==> config.mk <==
export PLATFORM = sky130hd
export DESIGN_NAME = dma_issue_sched
export DESIGN_NICKNAME = d
export VERILOG_FILES = /design/src/rtl/dis_pkg.sv /design/src/rtl/dis_rr_pick.sv /design/src/rtl/dis_ptr_reg.sv /design/src/rtl/dis_round_ctl.sv /design/src/rtl/dma_issue_sched.sv
export SDC_FILE = /design/constraint.sdc
export NUM_CORES = 1
export LEC_CHECK = 0
export ABC_AREA = 1
export BUFFER_PORTS_ARGS = -buffer_cell sky130_fd_sc_hd__buf_2
export CORE_MARGIN = 4
export CORE_UTILIZATION = 37
export CTS_CLUSTER_SIZE = 40
export DETAILED_ROUTE_END_ITERATION = 12
export GPL_TIMING_DRIVEN = 0
export PLACE_DENSITY = 0.66
export SKIP_CTS_REPAIR_TIMING = 1
export SYNTH_ARGS = -nofsm -noshare
export SYNTH_HDL_FRONTEND = slang
export SYNTH_SLANG_ARGS = --single-unit
==> constraint.sdc <==
create_clock -name clk -period 6.8 [get_ports clk]
set_input_delay 0.34 -clock clk [delete_from_list [all_inputs] [get_ports clk]]
set_output_delay 0.34 -clock clk [all_outputs]
set_load 0.05 [all_outputs]
==> src/rtl/dis_pkg.sv <==
package dis_pkg;

  typedef enum logic [1:0] {
    SRC_NONE = 2'd0,
    SRC_HI   = 2'd1,
    SRC_LO   = 2'd2
  } grant_src_e;

  function automatic int id_width(input int n);
    return (n > 1) ? $clog2(n) : 1;
  endfunction

endpackage

==> src/rtl/dis_rr_pick.sv <==
module dis_rr_pick #(
  parameter int NCH = 8,
  parameter int IDW = 3
) (
  input  logic [NCH-1:0] req_vec,
  input  logic [IDW-1:0] start_ptr,
  output logic           hit,
  output logic [IDW-1:0] hit_id,
  output logic [NCH-1:0] hit_oh
);

  always_comb begin
    hit    = 1'b0;
    hit_id = '0;
    hit_oh = '0;
    for (int k = 0; k < NCH; k++) begin
      int j;
      j = int'(start_ptr) + k;
      if (j >= NCH) j = j - NCH;
      if (!hit && req_vec[j]) begin
        hit       = 1'b1;
        hit_id    = IDW'(j);
        hit_oh[j] = 1'b1;
      end
    end
  end

endmodule

==> src/rtl/dis_ptr_reg.sv <==
module dis_ptr_reg #(
  parameter int NCH = 8,
  parameter int IDW = 3
) (
  input  logic           clk,
  input  logic           rst_n,
  input  logic           adv,
  input  logic [IDW-1:0] sel_id,
  output logic [IDW-1:0] ptr_q
);

  logic [IDW-1:0] ptr_d;

  always_comb begin
    ptr_d = ptr_q;
    if (adv) begin
      if (sel_id == IDW'(NCH - 1)) ptr_d = '0;
      else                         ptr_d = sel_id + 1'b1;
    end
  end

  always_ff @(posedge clk or negedge rst_n) begin
    if (!rst_n)   ptr_q <= '0;
    else if (adv) ptr_q <= ptr_d;
  end


  ptr_moves_past_chk: assert property (@(posedge clk) disable iff (!rst_n)
    (adv && NCH > 1) |=> (ptr_q != $past(sel_id)));

endmodule

==> src/rtl/dis_round_ctl.sv <==
module dis_round_ctl #(
  parameter int NCH = 8
) (
  input  logic           clk,
  input  logic           rst_n,
  input  logic [NCH-1:0] rdy_hi,
  input  logic           lo_any,
  input  logic           gnt_hi,
  input  logic           gnt_lo,
  input  logic [NCH-1:0] gnt_oh,
  output logic [NCH-1:0] hi_elig,
  output logic [NCH-1:0] served_q
);

  logic           restart;
  logic [NCH-1:0] served_eff;
  logic [NCH-1:0] served_d;
  logic           served_en;

  always_comb begin
    restart    = ((rdy_hi & ~served_q) == '0) && !lo_any;
    served_eff = restart ? '0 : served_q;
    hi_elig    = rdy_hi & ~served_eff;
  end

  always_comb begin
    served_en = gnt_hi || gnt_lo || restart;
    served_d  = served_eff;
    if (gnt_lo)      served_d = '0;
    else if (gnt_hi) served_d = served_eff | gnt_oh;
  end

  always_ff @(posedge clk or negedge rst_n) begin
    if (!rst_n)         served_q <= '0;
    else if (served_en) served_q <= served_d;
  end


  round_close_chk: assert property (@(posedge clk) disable iff (!rst_n)
    gnt_lo |=> (served_q == '0));


  hi_marked_chk: assert property (@(posedge clk) disable iff (!rst_n)
    gnt_hi |=> ((served_q & $past(gnt_oh)) == $past(gnt_oh)));

endmodule

==> src/rtl/dma_issue_sched.sv <==
module dma_issue_sched #(
  parameter int NCH = 8,
  parameter int IDW = dis_pkg::id_width(NCH)
) (
  input  logic           clk,
  input  logic           rst_n,
  input  logic [NCH-1:0] chan_rdy,
  input  logic [NCH-1:0] chan_hipri,
  output logic [NCH-1:0] grant_oh,
  output logic [IDW-1:0] grant_id,
  output logic           grant_vld
);
  import dis_pkg::*;

  logic [NCH-1:0] rdy_hi, rdy_lo, hi_elig, served_q;
  logic [NCH-1:0] hi_oh, lo_oh;
  logic [IDW-1:0] hi_id, lo_id, hp_ptr, lp_ptr;
  logic           hi_hit, lo_hit;
  grant_src_e     src;

  assign rdy_hi = chan_rdy & chan_hipri;
  assign rdy_lo = chan_rdy & ~chan_hipri;

  dis_round_ctl #(.NCH(NCH)) u_round (
    .clk      (clk),
    .rst_n    (rst_n),
    .rdy_hi   (rdy_hi),
    .lo_any   (|rdy_lo),
    .gnt_hi   (src == SRC_HI),
    .gnt_lo   (src == SRC_LO),
    .gnt_oh   (grant_oh),
    .hi_elig  (hi_elig),
    .served_q (served_q)
  );

  dis_rr_pick #(.NCH(NCH), .IDW(IDW)) u_pick_hi (
    .req_vec   (hi_elig),
    .start_ptr (hp_ptr),
    .hit       (hi_hit),
    .hit_id    (hi_id),
    .hit_oh    (hi_oh)
  );

  dis_rr_pick #(.NCH(NCH), .IDW(IDW)) u_pick_lo (
    .req_vec   (rdy_lo),
    .start_ptr (lp_ptr),
    .hit       (lo_hit),
    .hit_id    (lo_id),
    .hit_oh    (lo_oh)
  );

  always_comb begin
    if (hi_hit)      src = SRC_HI;
    else if (lo_hit) src = SRC_LO;
    else             src = SRC_NONE;
  end

  always_comb begin
    unique case (src)
      SRC_HI: begin grant_oh = hi_oh; grant_id = hi_id; grant_vld = 1'b1; end
      SRC_LO: begin grant_oh = lo_oh; grant_id = lo_id; grant_vld = 1'b1; end
      default: begin grant_oh = '0; grant_id = '0; grant_vld = 1'b0; end
    endcase
  end

  dis_ptr_reg #(.NCH(NCH), .IDW(IDW)) u_hp_ptr (
    .clk    (clk),
    .rst_n  (rst_n),
    .adv    (src == SRC_HI),
    .sel_id (hi_id),
    .ptr_q  (hp_ptr)
  );

  dis_ptr_reg #(.NCH(NCH), .IDW(IDW)) u_lp_ptr (
    .clk    (clk),
    .rst_n  (rst_n),
    .adv    (src == SRC_LO),
    .sel_id (lo_id),
    .ptr_q  (lp_ptr)
  );


  grant_onehot_chk: assert property (@(posedge clk) disable iff (!rst_n)
    grant_vld |-> ($onehot(grant_oh) && grant_oh[grant_id]));


  grant_idle_chk: assert property (@(posedge clk) disable iff (!rst_n)
    !grant_vld |-> (grant_oh == '0));


  work_conserve_chk: assert property (@(posedge clk) disable iff (!rst_n)
    grant_vld == (|chan_rdy));


  hi_first_chk: assert property (@(posedge clk) disable iff (!rst_n)
    (grant_vld && !chan_hipri[grant_id]) |-> ((rdy_hi & ~served_q) == '0));

endmodule

==> Implementation_results.wiki <==
{| class="wikitable"
! Metric !! Value
|-
| Run status || finished with violations
|-
| Violations in the final reports || hold timing
|-
| Mapped Avg Cell Area || 5.694 um2
|-
| Reported max-cap violation count || 0
|-
| Final slew viol count || 0
|-
| Number of buffers created by CTS || 3
|-
| Number of buffers and inverters on the critical path || 5
|-
| Number of top-level design ports || 30
|-
| Fill cell total of the finished layout || 1151
|-
| Hpwl dp || 10300 um
|-
| Cell area after placement || 4233 um2
|-
| Height of the die || 110.9 um
|-
| Synthesized netlist net count || 728
|-
| Number of levels in the clock H-tree || 1
|-
| Critical path data required time || 6.46 ns
|-
| Peak Freq || 0.2104 GHz
|-
| Portion of the clock cycle consumed by the worst path in the final layout || 69.90%
|-
| Total gr overflow || 0
|-
| Dominant combinational cell family by area after synthesis || simple AND/OR/NAND/NOR gates
|-
| Setup repair after global routing missed its margin || false
|-
| Maximum single-stage delay on the critical path || 0.62 ns
|-
| CTS Root Cell || clkbuf_8
|-
| Initial core utilization || 37.95%
|-
| Clock slew seen by the registers of the worst setup and hold paths || 0.06 ns
|-
| Number of buffer cells added on primary ports || 29
|-
| Max Root-Sink Buffers || 2
|-
| Core area || 10320 um2
|-
| Number of warning messages in the yosys log || 0
|-
| Number of rows created at floorplan || 37
|-
| CTS tree || built
|-
| Classification of the worst setup path || reg2out
|-
| Post-detailed-route wirelength per cell || 15.03 um
|-
| Total number of nets in the final design || 762
|-
| Mapped Cells || 688
|-
| Final cell area excluding filler cells || 4288 um2
|-
| Wirelength, routed || 12880 um
|-
| Number of iterations in the first detailed-routing pass || 7
|-
| Weighted congestion at the end of routability-driven global placement || 0.9515
|-
| Clock sinks || 14
|-
| Kind of start point of the critical path || register
|-
| Worst-case clock skew || 0.001219 ns
|-
| FF-to-FF path depth || 22
|-
| End-of-flow core utilization || 41.53%
|-
| Series of cell instances along the critical path || clkinv_1, ha_1, clkbuf_1, inv_1, clkbuf_1, nand3_1, nand2_1, nor2_1, nor2_4, nand3_4, nor2_2, nand3_1, nand3_1, nand2_1, nand2_1, buf_2
|-
| Cell family contributing the most delay on the critical path || simple AND/OR/NAND/NOR gates
|-
| Standard cell with the maximum stage delay on the critical path || dfrtp_1
|-
| Setup TNS after final layout || 0 ns
|-
| Number of inserted diodes || 0
|-
| Transition at the pin with the smallest max-transition slack || 0.6071 ns
|-
| Vias in the first global route || 4305
|-
| Setup violators final || 0
|-
| Drt via density || 5.471
|-
| Register-to-register setup slack || 2.39 ns
|-
| Fraction of final layout cells sized beyond drive strength 1 || 18.03%
|-
| Share of the synthesized netlist area taken by xor and xnor gates || 0.2236%
|-
| Clock insertion delay at the later pin of the skew report || 0.24 ns
|-
| Sequential-to-total area share from yosys stat || 8.943%
|-
| Adder-cell share of the synthesized area || 7.027%
|-
| Final non-filler cell total || 857
|-
| Post-Synthesis Cell Area || 3918 um2
|-
| Distinct cells, synth || 46
|-
| Number of design rule violations left after detail routing || 0
|-
| Post-layout min period || 4.754 ns
|-
| Beginning of the worst register-to-register path || u_hp_ptr.ptr_q[1]
|-
| Area share of and/or/nand/nor cells after synthesis || 53.47%
|-
| Register cell area after layout || 350.3 um2
|-
| Worst reg2reg endpoint || u_hp_ptr.ptr_q[0]
|-
| Initial antenna violation count || 0
|-
| Die Outline Area || 12300 um2
|-
| Area fraction in compound gates after synthesis || 16.61%
|-
| Mux contribution to synthesized area || 0%
|-
| Antenna Nets Post-Route || 0
|-
| Data arrival time of the worst path || 4.41 ns
|-
| Number of cells after detailed placement || 853
|-
| Final Hold Vio Count || 14
|-
| Combined area of the multi-input logic cells || 3029 um2
|-
| Final-layout worst hold slack || -0.01060 ns
|-
| Number of vias in the routed layout || 4689
|-
| Syn-to-layout area delta || 9.454%
|-
| CP Capture Type || output port
|-
| Chip Width || 110.9 um
|-
| First-pass GRT wire length || 20840 um
|-
| Class of the tightest hold or removal check || in2async
|-
| Maximum fanout encountered on the critical timing path || 12
|-
| Worst rel slew slack || 59.10%
|-
| Total routing resource utilization after global routing || 20.13%
|-
| Post-synthesis sequential element count || 14
|-
| Pin count of the biggest net entering global routing || 15
|-
| DRT iter0 DRCs || 417
|}
==> flip-flops by register name, indices dropped and copies added, names as in the netlist <==
signal	count
u_round.served_q	8
u_hp_ptr.ptr_q	3
u_lp_ptr.ptr_q	3
==> logic make-up after synthesis <==
family,count (synthesis)
AO/OA/AOI/OAI,93
XOR/XNOR,1
adder cells (fa/ha/maj),22
buffers and inverters,128
flip-flops,14
AND/OR/NAND/NOR,430
==> worst max-delay path by stage <==
stage / cells past startpoint / to / slack [ns] / from
3_3_place_gp: 16 / grant_oh[2] / 2.36 / u_hp_ptr.ptr_q[1]
6_report: 16 / grant_oh[4] / 2.05 / u_hp_ptr.ptr_q[1]
4_1_cts: 16 / grant_oh[4] / 2.10 / u_hp_ptr.ptr_q[1]
2_1_floorplan: 18 / grant_id[1] / 2.62 / u_hp_ptr.ptr_q[0]
5_1_grt: 16 / grant_oh[0] / 1.77 / u_hp_ptr.ptr_q[1]
3_5_place_dp: 16 / grant_oh[4] / 2.41 / u_hp_ptr.ptr_q[1]
==> cells in the mapped netlist (all sizes together) <==
cell	number	area (um2)
nand4	22	152.7
nand2	186	785.8
clkbuf	8	30.03
nand3b	1	7.510
inv	103	386.6
o221ai	6	52.55
o21bai	1	11.26
o211ai	3	22.52
nor3	27	157.7
o22ai	10	62.56
dfrtp	14	350.3
nor2	83	382.9
a221oi	1	8.760
o21a	2	15.01
clkinv	2	8.750
ha	22	275.3
o21ai	46	305.3
xor2	1	8.760
nand3	105	570.6
or2	6	37.53
buf	15	112.6
a31oi	2	27.53
a21oi	16	87.59
a211oi	1	7.510
o2111ai	5	50.04
==> cells in the final DEF, fill, tap and decap left out, types with 17 or more instances in the layout <==
| cell type | count |
|---|---|
| nor3_1 | 25 |
| nor2_1 | 68 |
| nand2_1 | 163 |
| buf_2 | 35 |
| nand3_1 | 99 |
| nand4_1 | 21 |
| inv_1 | 91 |
| nand2_2 | 17 |
| ha_1 | 22 |
==> through the flow <==
stage / setup WS, ns / hold slack (ns)
3_3_place_gp: 2.356 / 0.2583
3_5_place_dp: 2.409 / 0.2598
2_1_floorplan: 2.620 / 0.04441
6_report: 2.046 / -0.01060
4_1_cts: 2.102 / -0.005100
5_1_grt: 1.773 / 0.005999
==> per-layer routing <==
layer	vias to the layer above	GRT usage (%)	wire, um
met5	-	0	0
met4	0	8.703	539
met3	37	2.566	894
met2	207	33.29	5957
met1	2110	26.20	5487
li1	2335	-	-
==> final cells by class <==
class | instances | area share (%)
flip-flops and latches | 14 | 8.170
clock buffers | 4 | 1.284
multi-input cells | 546 | 70.65
plain buffers | 23 | 3.327
repair buffers | 29 | 3.385
well taps | 136 | 3.968
inverters | 105 | 9.221
Power is left out: the tool's default activity adds up to more than one toggle a clock period on the data nets, which glitch-free logic cannot reach.
